`src/rtl/spi_xfer_pkg.sv`:
```
package spi_xfer_pkg;

  // strobes from control to datapath, one per datapath action
  typedef struct packed {
    logic flush;
    logic txPush;
    logic txPop;
    logic rxPush;
    logic rxPop;
    logic shLoad;
    logic shShift;
  } xfer_strobe_t;

  typedef enum logic {
    SH_IDLE  = 1'b0,
    SH_SHIFT = 1'b1
  } sh_state_e;

endpackage

```
`src/rtl/spi_xfer_fifo.sv`:
```
module spi_xfer_fifo #(
  parameter int DATA_W = 8,
  parameter int DEPTH  = 32,
  localparam int PTR_W = (DEPTH > 1) ? $clog2(DEPTH) : 1,
  localparam int CNT_W = $clog2(DEPTH + 1)
) (
  input  logic              clk,
  input  logic              rstN,
  input  logic              clear,
  input  logic              push,
  input  logic              pop,
  input  logic [DATA_W-1:0] wrData,
  output logic [DATA_W-1:0] rdData,
  output logic [CNT_W-1:0]  count
);

  logic [DATA_W-1:0] mem [DEPTH];
  logic [PTR_W-1:0]  wrPtr;
  logic [PTR_W-1:0]  rdPtr;

  function automatic logic [PTR_W-1:0] nextPtr(input logic [PTR_W-1:0] p);
    return (p == PTR_W'(DEPTH - 1)) ? '0 : p + 1'b1;
  endfunction

  always_ff @(posedge clk or negedge rstN) begin
    if (!rstN) begin
      wrPtr <= '0;
      rdPtr <= '0;
      count <= '0;
    end else if (clear) begin
      wrPtr <= '0;
      rdPtr <= '0;
      count <= '0;
    end else begin
      if (push) wrPtr <= nextPtr(wrPtr);
      if (pop)  rdPtr <= nextPtr(rdPtr);
      count <= count + CNT_W'(push) - CNT_W'(pop);
    end
  end

  always_ff @(posedge clk) begin
    if (push && !clear) mem[wrPtr] <= wrData;
  end

  assign rdData = mem[rdPtr];

endmodule

```
`src/rtl/spi_xfer_dpath.sv`:
```
module spi_xfer_dpath import spi_xfer_pkg::*; #(
  parameter int DATA_W = 8,
  parameter int DEPTH  = 32,
  localparam int CNT_W = $clog2(DEPTH + 1)
) (
  input  logic              clk,
  input  logic              rstN,
  input  xfer_strobe_t      stb,
  input  logic [DATA_W-1:0] wrData,
  input  logic              sdi,
  output logic              sdo,
  output logic [DATA_W-1:0] rdData,
  output logic [CNT_W-1:0]  txCount,
  output logic [CNT_W-1:0]  rxCount
);

  logic [DATA_W-1:0] txHead;
  logic [DATA_W-1:0] shReg;
  logic [DATA_W-1:0] rxByte;

  spi_xfer_fifo #(.DATA_W(DATA_W), .DEPTH(DEPTH)) u_txFifo (
    .clk    (clk),
    .rstN   (rstN),
    .clear  (stb.flush),
    .push   (stb.txPush),
    .pop    (stb.txPop),
    .wrData (wrData),
    .rdData (txHead),
    .count  (txCount)
  );

  // shift register: loads from the transmit store, rotates in sdi
  always_ff @(posedge clk or negedge rstN) begin
    if (!rstN) begin
      shReg <= '0;
    end else if (stb.flush) begin
      shReg <= '0;
    end else if (stb.shLoad) begin
      shReg <= txHead;
    end else if (stb.shShift) begin
      shReg <= {shReg[DATA_W-2:0], sdi};
    end
  end

  assign sdo    = shReg[DATA_W-1];
  assign rxByte = {shReg[DATA_W-2:0], sdi};

  spi_xfer_fifo #(.DATA_W(DATA_W), .DEPTH(DEPTH)) u_rxFifo (
    .clk    (clk),
    .rstN   (rstN),
    .clear  (stb.flush),
    .push   (stb.rxPush),
    .pop    (stb.rxPop),
    .wrData (rxByte),
    .rdData (rdData),
    .count  (rxCount)
  );

endmodule

```
`src/rtl/spi_xfer_ctrl.sv`:
```
module spi_xfer_ctrl import spi_xfer_pkg::*; #(
  parameter int DATA_W = 8,
  parameter int DEPTH  = 32,
  parameter int STAT_W = 8,
  localparam int CNT_W = $clog2(DEPTH + 1),
  localparam int BIT_W = $clog2(DATA_W)
) (
  input  logic              clk,
  input  logic              rstN,
  input  logic              modeSeq,
  input  logic              wrEn,
  input  logic              rdEn,
  input  logic [CNT_W-1:0]  txCount,
  input  logic [CNT_W-1:0]  rxCount,
  output xfer_strobe_t      stb,
  output logic [STAT_W-1:0] status,
  output logic              shLoadReq,
  output logic              shBusy,
  output logic              shRxStrobe
);

  logic             modeQ;
  sh_state_e        state;
  logic [BIT_W-1:0] bitCnt;
  logic             flush;
  logic [CNT_W-1:0] cap;
  logic             txRoom;
  logic             rxRoom;
  logic             idle;
  logic             lastBit;
  logic             tempFlag;
  logic             tendFlag;
  logic             rendFlag;

  // a mode change seen at the input flushes at the coming edge
  assign flush   = (modeSeq != modeQ);
  assign cap     = modeQ ? CNT_W'(DEPTH) : CNT_W'(1);
  assign txRoom  = (txCount < cap);
  assign rxRoom  = (rxCount < cap);
  assign idle    = (state == SH_IDLE);
  assign lastBit = (state == SH_SHIFT) && (bitCnt == BIT_W'(DATA_W - 1));

  always_comb begin
    stb         = '0;
    stb.flush   = flush;
    stb.txPush  = wrEn && txRoom && !flush;
    stb.txPop   = idle && (txCount != '0) && !flush;
    stb.shLoad  = stb.txPop;
    stb.shShift = !idle && !flush;
    stb.rxPush  = lastBit && rxRoom && !flush;
    stb.rxPop   = rdEn && (rxCount != '0) && !flush;
  end

  always_ff @(posedge clk or negedge rstN) begin
    if (!rstN) begin
      modeQ  <= 1'b0;
      state  <= SH_IDLE;
      bitCnt <= '0;
    end else begin
      modeQ <= modeSeq;
      if (flush) begin
        state  <= SH_IDLE;
        bitCnt <= '0;
      end else if (idle) begin
        if (stb.txPop) begin
          state  <= SH_SHIFT;
          bitCnt <= '0;
        end
      end else if (lastBit) begin
        state  <= SH_IDLE;
        bitCnt <= '0;
      end else begin
        bitCnt <= bitCnt + 1'b1;
      end
    end
  end

  assign tempFlag   = txRoom;
  assign tendFlag   = (txCount == '0) && idle;
  assign rendFlag   = !rxRoom;
  assign status     = STAT_W'({tempFlag, tendFlag, rendFlag});
  assign shLoadReq  = stb.txPop;
  assign shBusy     = !idle;
  assign shRxStrobe = lastBit;

endmodule

```
`src/rtl/spi_xfer_status.sv`:
```
module spi_xfer_status import spi_xfer_pkg::*; #(
  parameter int DATA_W = 8,
  parameter int DEPTH  = 32,
  parameter int STAT_W = 8
) (
  input  logic              clk,
  input  logic              rstN,
  input  logic              modeSeq,
  input  logic              wrEn,
  input  logic [DATA_W-1:0] wrData,
  input  logic              rdEn,
  output logic [DATA_W-1:0] rdData,
  output logic [STAT_W-1:0] status,
  output logic              shLoadReq,
  output logic              shBusy,
  output logic              shRxStrobe,
  output logic              sdo,
  input  logic              sdi
);

  localparam int CNT_W = $clog2(DEPTH + 1);

  xfer_strobe_t     stb;
  logic [CNT_W-1:0] txCount;
  logic [CNT_W-1:0] rxCount;

  spi_xfer_ctrl #(.DATA_W(DATA_W), .DEPTH(DEPTH), .STAT_W(STAT_W)) u_ctrl (
    .clk        (clk),
    .rstN       (rstN),
    .modeSeq    (modeSeq),
    .wrEn       (wrEn),
    .rdEn       (rdEn),
    .txCount    (txCount),
    .rxCount    (rxCount),
    .stb        (stb),
    .status     (status),
    .shLoadReq  (shLoadReq),
    .shBusy     (shBusy),
    .shRxStrobe (shRxStrobe)
  );

  spi_xfer_dpath #(.DATA_W(DATA_W), .DEPTH(DEPTH)) u_dpath (
    .clk     (clk),
    .rstN    (rstN),
    .stb     (stb),
    .wrData  (wrData),
    .sdi     (sdi),
    .sdo     (sdo),
    .rdData  (rdData),
    .txCount (txCount),
    .rxCount (rxCount)
  );

endmodule

```
`config.mk`:
```
export PLATFORM = sky130hd
export DESIGN_NAME = spi_xfer_status
export DESIGN_NICKNAME = d
export VERILOG_FILES = /design/src/rtl/spi_xfer_pkg.sv /design/src/rtl/spi_xfer_fifo.sv /design/src/rtl/spi_xfer_dpath.sv /design/src/rtl/spi_xfer_ctrl.sv /design/src/rtl/spi_xfer_status.sv
export SDC_FILE = /design/constraint.sdc
export NUM_CORES = 1
export LEC_CHECK = 0
export ABC_AREA = 1
export BUFFER_PORTS_ARGS = -buffer_cell sky130_fd_sc_hd__buf_2
export CORE_AREA = 2 2 290 149
export DETAILED_ROUTE_END_ITERATION = 16
export DIE_AREA = 0 0 292 151
export GPL_TIMING_DRIVEN = 0
export PLACE_DENSITY = 0.77
export SETUP_SLACK_MARGIN = 0.02
export SYNTH_ARGS = -nofsm -noshare
export SYNTH_HDL_FRONTEND = slang
export SYNTH_HIERARCHICAL = 1
export SYNTH_SLANG_ARGS = --single-unit
```
`constraint.sdc`:
```
create_clock -name clk -period 6.1 [get_ports clk]
set_clock_uncertainty 0.2 [all_clocks]
set_input_delay 0.915 -clock clk [delete_from_list [all_inputs] [get_ports clk]]
set_output_delay 0.915 -clock clk [all_outputs]
set_load 0.05 [all_outputs]
```
==> metrics.txt, run 1 <==
Worst Path Arrival 3.18 ns; Final Hold Vio Count 0; post-synthesis compound-gate area fraction 0.0221; filler cell count 3196; Netlist cell types 31; Tcrit/Tclk final 0.704; synthesized flop and latch total 557; max-slew violations 0; largest family of logic cells by synthesized area simple AND/OR/NAND/NOR gates; Async SR Flop Fraction 0.0808; Global Route Usage Sum 0.320; prevailing post-synth register cell edfxtp_1; f_max 0.233 GHz; Vias/cell 6.04; clk_lat worst skew 0.59 ns; initial DRC count 2588; HP Class input port to register; total clock buffers created by CTS 49; CP Launch Type register; Logic pwr share 0.269; gr ovfl total 0; Post-CTS Hold Buffers 0; Core ar. 41400 um2; clk root buf clkbuf_16; gpl congestion 1.00; first-pass GRT wire length 101 mm; mux share of post-synthesis cell area 0; final setup vio count 0; Post CTS Setup Buffer Count 0; Synth Area in Simple Gates 0.223; CP required 4.98 ns; RSZ-0062 raised after global routing false; proportion of layout cells with a drive suffix above 1 0.0926; # clock sinks 557; Worst Path Buf+Inv 3; xor and xnor area share after synthesis 0.00405; CTS tree yes; Int Pwr 6.96 mW; post-DR wirelength/cell 24.6 um; # port buffers 28; Worst IR Drop VDD 0.000340 V; die area 44100 um2; DRT Wirelength 70.1 mm; DRC 0; Worst-path clk slew 0.06 ns; area delta synth->final 10.4%; H-Tree Depth 2; switch share 0.351; vias in the first global route 15500; syn avg cell area 10.9 um2; Synth Cell Area 23800 um2; clock group share of total power 0.296; switching power 3.76 mW; CP Cell Sequence buf_2 -> clkbuf_1 -> nand2_1 -> nand3_1 -> nand3_1 -> nand3_1 -> nand3_1 -> nand2_1 -> buf_2; Final Core Density 0.633; pwr dens 408 nW/um2; Final Critical Period 4.29 ns; Max Cap Viol 0; max_slew headroom 0.0505; sequential power share 0.435; Synthesis Warnings 6; Crit-path slowest cell clkbuf_1; Core Rows 53; nets 2306; initial antenna violation count 1; overall power 10.7 mW; Leak Pwr 10.2 nW; crit-path most repeated cell nand3_1; post-synthesis sequential area ratio 0.694; post-CTS sizing 0; Top delay family on crit path buffers and inverters; Crit Path Class register to primary output; via count 17200; Die X-Extent 292 um; CP max FO 10; Die Y 151 um; # IOs 34; pin count of the biggest net entering global routing 46; TritonRoute pass-1 iters 6; Largest stage delay, worst path 0.69 ns; Post-Syn Instances 2176; Adder-Cell Fraction of Synth Area 0.0175; DPL Wire Length 50.0 mm; setup TNS 0 ns; EDFF count, synth 512; ANT nets after route 0; outcome complete, no violations; worst-case clock buffer depth 3; Initial Util 0.573; CP Capture Type primary output; worst-margin pin slew 1.42 ns
-- area by class of cell --
type	instances	area, um2	area share
plain buffers	111	639	0.0244
inverters	79	297	0.0113
diodes	1	2.50	0.0000953
flip-flops and latches	557	16500	0.629
repair buffers	29	168	0.00639
well taps	550	688	0.0262
multi-input cells	1433	6350	0.242
clock buffers	63	1300	0.0495
clock inverters	28	304	0.0116
-- flip-flops by register name (all words and copies together) (netlist names) --
name,flops
u_dpath/u_txFifo/rdPtr,5
u_dpath/u_rxFifo/mem,256
u_ctrl/bitCnt,3
u_dpath/shReg,8
u_dpath/u_txFifo/wrPtr,5
u_ctrl/shBusy,1
u_dpath/u_txFifo/mem,256
u_dpath/u_rxFifo/wrPtr,5
u_dpath/u_rxFifo/count,6
u_dpath/u_txFifo/count,6
u_dpath/u_rxFifo/rdPtr,5
u_ctrl/modeQ,1
-- logic make-up after synthesis --
family	count (synthesis)
adders and majority gates	32
other	1
DFF	557
AOI/OAI and AO/OA	103
and+or+nand+nor	1282
xor gates and xnor gates	11
buffers and inverters	190
-- final timing paths --
path	startpoint	end	slack (ns)	cells past startpoint
setup reg to reg	u_ctrl/modeQ$_DFF_PN0_	u_dpath/u_txFifo/mem[19][6]$_DFFE_PP_	2.18	11
hold reg to reg	u_ctrl/bitCnt[2]$_DFFE_PN0P_	u_ctrl/bitCnt[2]$_DFFE_PN0P_	0.32	2
setup / recovery	u_dpath/u_rxFifo/rdPtr[0]$_DFFE_PN0P_	rdData[3]	1.81	9
max in group asynchronous	rstN	u_dpath/shReg[4]$_DFFE_PN0P_	4.63	1
min in group asynchronous	rstN	u_dpath/u_rxFifo/rdPtr[2]$_DFFE_PN0P_	0.32	1
hold / removal	modeSeq	u_ctrl/modeQ$_DFF_PN0_	0.29	1
-- placed cells by master (no fill, tap or decap), types with 3 or more instances in the layout --
master / n
nor2_4: 3
o21ai_0: 19
ha_1: 30
clkinv_1: 10
buf_6: 6
buf_1: 8
nor3_1: 4
nor2_1: 117
nand2_1: 837
nand3_1: 309
bufinv_16: 6
inv_1: 68
clkinv_2: 7
inv_2: 9
buf_2: 80
clkbuf_16: 49
o22ai_1: 6
conb_1: 5
edfxtp_1: 512
dfrtp_1: 43
a21oi_1: 77
clkbuf_1: 27
xnor2_1: 4
nand2_2: 3
clkinvlp_4: 4
xor2_1: 7
buf_4: 30
-- synth_stat cells, types with 2 or more instances --
| library cell | instances | area (um2) |
|---|---|---|
| inv_2 | 9 | 33.8 |
| ha_1 | 30 | 375 |
| inv_1 | 68 | 255 |
| buf_4 | 30 | 225 |
| buf_2 | 52 | 260 |
| o22ai_1 | 6 | 37.5 |
| nor2_8 | 2 | 40.0 |
| a21oi_1 | 77 | 385 |
| edfxtp_1 | 512 | 15400 |
| o21ai_0 | 19 | 95.1 |
| buf_6 | 6 | 67.6 |
| nand2_2 | 3 | 18.8 |
| xor2_1 | 7 | 61.3 |
| fa_1 | 2 | 40.0 |
| clkinv_1 | 2 | 7.51 |
| nor2_2 | 2 | 12.5 |
| clkbuf_1 | 15 | 56.3 |
| nor2_4 | 3 | 33.8 |
| nor2_1 | 117 | 439 |
| nor3_1 | 4 | 20.0 |
| nand3_1 | 309 | 1550 |
| buf_1 | 8 | 30.0 |
| dfrtp_1 | 45 | 1130 |
| nand2_1 | 837 | 3140 |
| or2_2 | 2 | 12.5 |
| xnor2_1 | 4 | 35.0 |
-- layer usage --
layer  share of wire  wire (um)  track usage  up-vias
li1                -          -            -     7547
met1            0.43      30500        0.512     8363
met2            0.35      24700        0.381     1229
met3            0.20      14000        0.165       93
met4           0.013        917       0.0466        2
met5         0.00019         13            0        -
-- worst register-to-register path: stages, from the launching register on --
cell and delay, ns:
dfrtp_1 0.40, inv_2 0.08, ha_1 0.30, nand2_1 0.07, nand2_1 0.05, a21oi_1 0.11
nand2_1 0.11, nor2_1 0.24, inv_1 0.09, nor2_1 0.35, nand2_1 0.51, nor2_1 1.00
-- power by group through the flow --
stage | clock [mW] | combinational (mW) | sequential [mW]
2_1_floorplan | 0 | 1.78 | 4.63
3_3_place_gp | 0 | 2.64 | 4.74
6_report | 3.18 | 2.88 | 4.66
5_1_grt | 3.36 | 3.10 | 4.68
3_5_place_dp | 0 | 2.71 | 4.76
4_1_cts | 3.20 | 2.73 | 4.67
-- stage by stage --
step	setup slack [ns]	std cells	area [um2]	hold slack, ns
2_1_floorplan	2.72	2180	23800	0.275
3_3_place_gp	2.16	2758	24600	0.292
3_5_place_dp	2.08	2758	24600	0.308
4_1_cts	2.04	2849	26200	0.275
5_1_grt	1.77	2850	26200	0.284
6_report	1.81	2851	26200	0.291
(Power assumes the default switching activity.)
==> run 2: changes to the inputs <==
Settings changed: CORE_AREA 2 2 290 149 to 2 2 292 150, DIE_AREA 0 0 292 151 to 0 0 294 152, PLACE_DENSITY 0.77 to 0.79.
Clock period 6.1 ns to 3.6 ns, I/O delays scaled along.
==> run 2 against run 1 <==
Compared with the run above: the flow now finishes with violations (negative setup slack); final area up 0.77%; count of clock-buffer cells in the layout up 5; worst hold slack worse by 0.067 ns; register-to-register slack worse by 2.3 ns; total power up 66%; sequential share of layout area down 0.48 points; worst setup slack worse by 1.9 ns; die area up 1.4%; global-route usage down 1.1 points; non-clock buffer count up 1; sequential power up 70%; critical endpoint is now u_dpath/u_txFifo/mem[18][1]$_DFFE_PP_; largest cell class unchanged; largest power group unchanged.
==> metrics.txt, run 2 (synthesis gave the netlist of run 1 again) <==
max-slew violations 0 (unchanged); post-DR wirelength/cell 24.3 um (-1.2%); pwr dens 673 nW/um2 (+65%); Logic pwr share 0.269 (about the same); Max Cap Viol 0 (unchanged); switch share 0.350 (-0.000908); storage element area 16500 um2 (about the same); initial DRC count 3035 (+17%); failing checks negative setup slack; crit-path most repeated cell nor2_1; Largest regs u_dpath/u_rxFifo/mem: 256 flops, u_dpath/u_txFifo/mem: 256 flops, u_dpath/shReg: 8 flops; clock group share of total power 0.286 (-0.010); first-pass GRT wire length 99.6 mm (-1.5%); Crit Path Class register to register; Worst Path Arrival 3.74 ns (+0.56 ns); H-Tree Depth 2 (unchanged); Largest stage delay, worst path 0.71 ns (+0.02 ns); DRC 0 (unchanged); ANT nets after route 0 (unchanged); filler cell count 3258 (+1.9%); max_slew headroom 0.0742 (+0.0237); CP max FO 8 (-2); CP required 3.60 ns (-1.38 ns); worst-margin pin slew 1.39 ns (-0.0355 ns); Top delay family on crit path simple AND/OR/NAND/NOR gates; clk_lat worst skew 0.59 ns (about the same); gr ovfl total 0 (unchanged); Int Pwr 11.6 mW (+66%); CTS tree yes; Worst Path Buf+Inv 3 (unchanged); Vias/cell 6.05 (about the same); Setup WS pre-CTS -0.205 ns (-2.29 ns); Crit-path slowest cell nor2_2; Final Critical Period 3.73 ns; Die Y 152 um (+0.66%); Core ar. 42500 um2 (+2.5%); CP Launch Type register; Initial Util 0.559 (-0.0142); setup TNS -3.85 ns (-3.85 ns); Antenna Cells 0 (-1); clk root buf clkbuf_16; area delta synth->final 11.3%; # IOs 34 (unchanged); CP Cell Sequence inv_2 -> ha_1 -> inv_1 -> nor2_1 -> a21oi_1 -> nand2_1 -> nor2_1 -> inv_1 -> nor2_1 -> nand2_1 -> nor2_2; switching power 6.22 mW (+66%); pin count of the biggest net entering global routing 46 (unchanged); die area 44700 um2 (+1.4%); initial antenna violation count 0 (-1); most frequent cells in the layout nand2_1 (833), edfxtp_1 (512), nand3_1 (305), a21oi_1 (77), buf_2 (73); Tcrit/Tclk final 1.04; CP Capture Type register; sequential power share 0.445 (+0.010); Die X-Extent 294 um (+0.68%); via count 17300 (+0.31%); proportion of layout cells with a drive suffix above 1 0.123 (+0.0306); Post CTS Setup Buffer Count 0 (unchanged); multi-input logic area 6620 um2 (+4.3%); DPL Wire Length 49.5 mm (-1.1%); outcome finished, violations left; Worst IR Drop VDD 0.000513 V (+51%); RSZ-0062 raised after global routing true; gpl congestion 0.997 (-0.79%); vias in the first global route 15300 (-1.4%); worst-case clock buffer depth 3 (unchanged); # clock sinks 557 (unchanged); Global Route Usage Sum 0.309 (-0.0114); # port buffers 28 (unchanged); f_max 0.268 GHz; final setup vio count 91 (+91); HP Class input port to register; TritonRoute pass-1 iters 6 (unchanged); commonest non-fill, non-tap cell in the layout nand2_1; Core Rows 54 (+1.9%); Worst-path clk slew 0.07 ns (about the same); nets 2306 (unchanged); Final Hold Vio Count 0 (unchanged); setup ws final -0.132 ns (-1.94 ns); DRT Wirelength 69.4 mm (-0.96%); Leak Pwr 10.2 nW (about the same); total clock buffers created by CTS 48 (-2.0%)
==> run 2: worst paths after layout <==
check	start	to	slack, ns	depth (start not counted)
worst max register to register	u_ctrl/modeQ$_DFF_PN0_	u_dpath/u_txFifo/mem[18][1]$_DFFE_PP_	-0.13	11
worst min-delay path	rdEn	u_dpath/u_rxFifo/rdPtr[1]$_DFFE_PN0P_	0.22	5
worst min register to register	u_ctrl/bitCnt[2]$_DFFE_PN0P_	u_ctrl/bitCnt[2]$_DFFE_PN0P_	0.34	2
max in group asynchronous	rstN	u_dpath/shReg[2]$_DFFE_PN0P_	1.99	2
worst max-delay path	u_ctrl/modeQ$_DFF_PN0_	u_dpath/u_txFifo/mem[18][1]$_DFFE_PP_	-0.13	11
min in group asynchronous	rstN	u_dpath/u_rxFifo/count[4]$_DFF_PN0_	0.47	2
==> run 2: power by group through the flow <==
stage | logic [mW] | clock network (mW) | registers [mW]
after global placement | 4.40 | 0 | 8.05
after detailed placement | 4.53 | 0 | 8.07
after floorplan | 3.01 | 0 | 7.84
final | 4.78 | 5.08 | 7.93
after global routing | 5.13 | 5.37 | 7.96
after CTS | 4.57 | 5.13 | 7.93
==> run 2: cell type report <==
cell class,count,area share
Multi-Input combinational cell,1433,0.250
Buffer,111,0.0248
Timing Repair Buffer,30,0.00615
Sequential cell,557,0.624
Tap cell,560,0.0265
Clock buffer,68,0.0514
Inverter,79,0.0112
Clock inverter,19,0.00568
==> run 2: routing by layer <==
metal,GRT usage,share of wire
met1,0.512,0.44
met4,0.0469,0.014
met2,0.357,0.35
met3,0.153,0.19
met5,0,0
==> run 2: timing repair <==
item,CTS,global route
hold buffers,2,0
endpoints found under the setup margin,205,520
gates resized for setup,27,72
hold endpoints to repair,46,0
==> run 2: worst min-delay path, delay by kind of cell <==
kind                   cells  cell delay (ns)
and+or+nand+nor            3             0.26
AOI/OAI and AO/OA          1             0.07
buffers and inverters      1             0.09
==> run 2: stage by stage <==
step	instance area, um2	hold WS (ns)	total power [mW]	cells	utilization
4_1_cts	26200	0.208	17.6	2857	0.617
6_report	26500	0.224	17.8	2857	0.622
3_3_place_gp	24600	0.294	12.5	2768	0.579
5_1_grt	26500	0.276	18.5	2857	0.622
3_5_place_dp	24600	0.322	12.6	2768	0.579
2_1_floorplan	23800	0.0444	10.9	2180	-
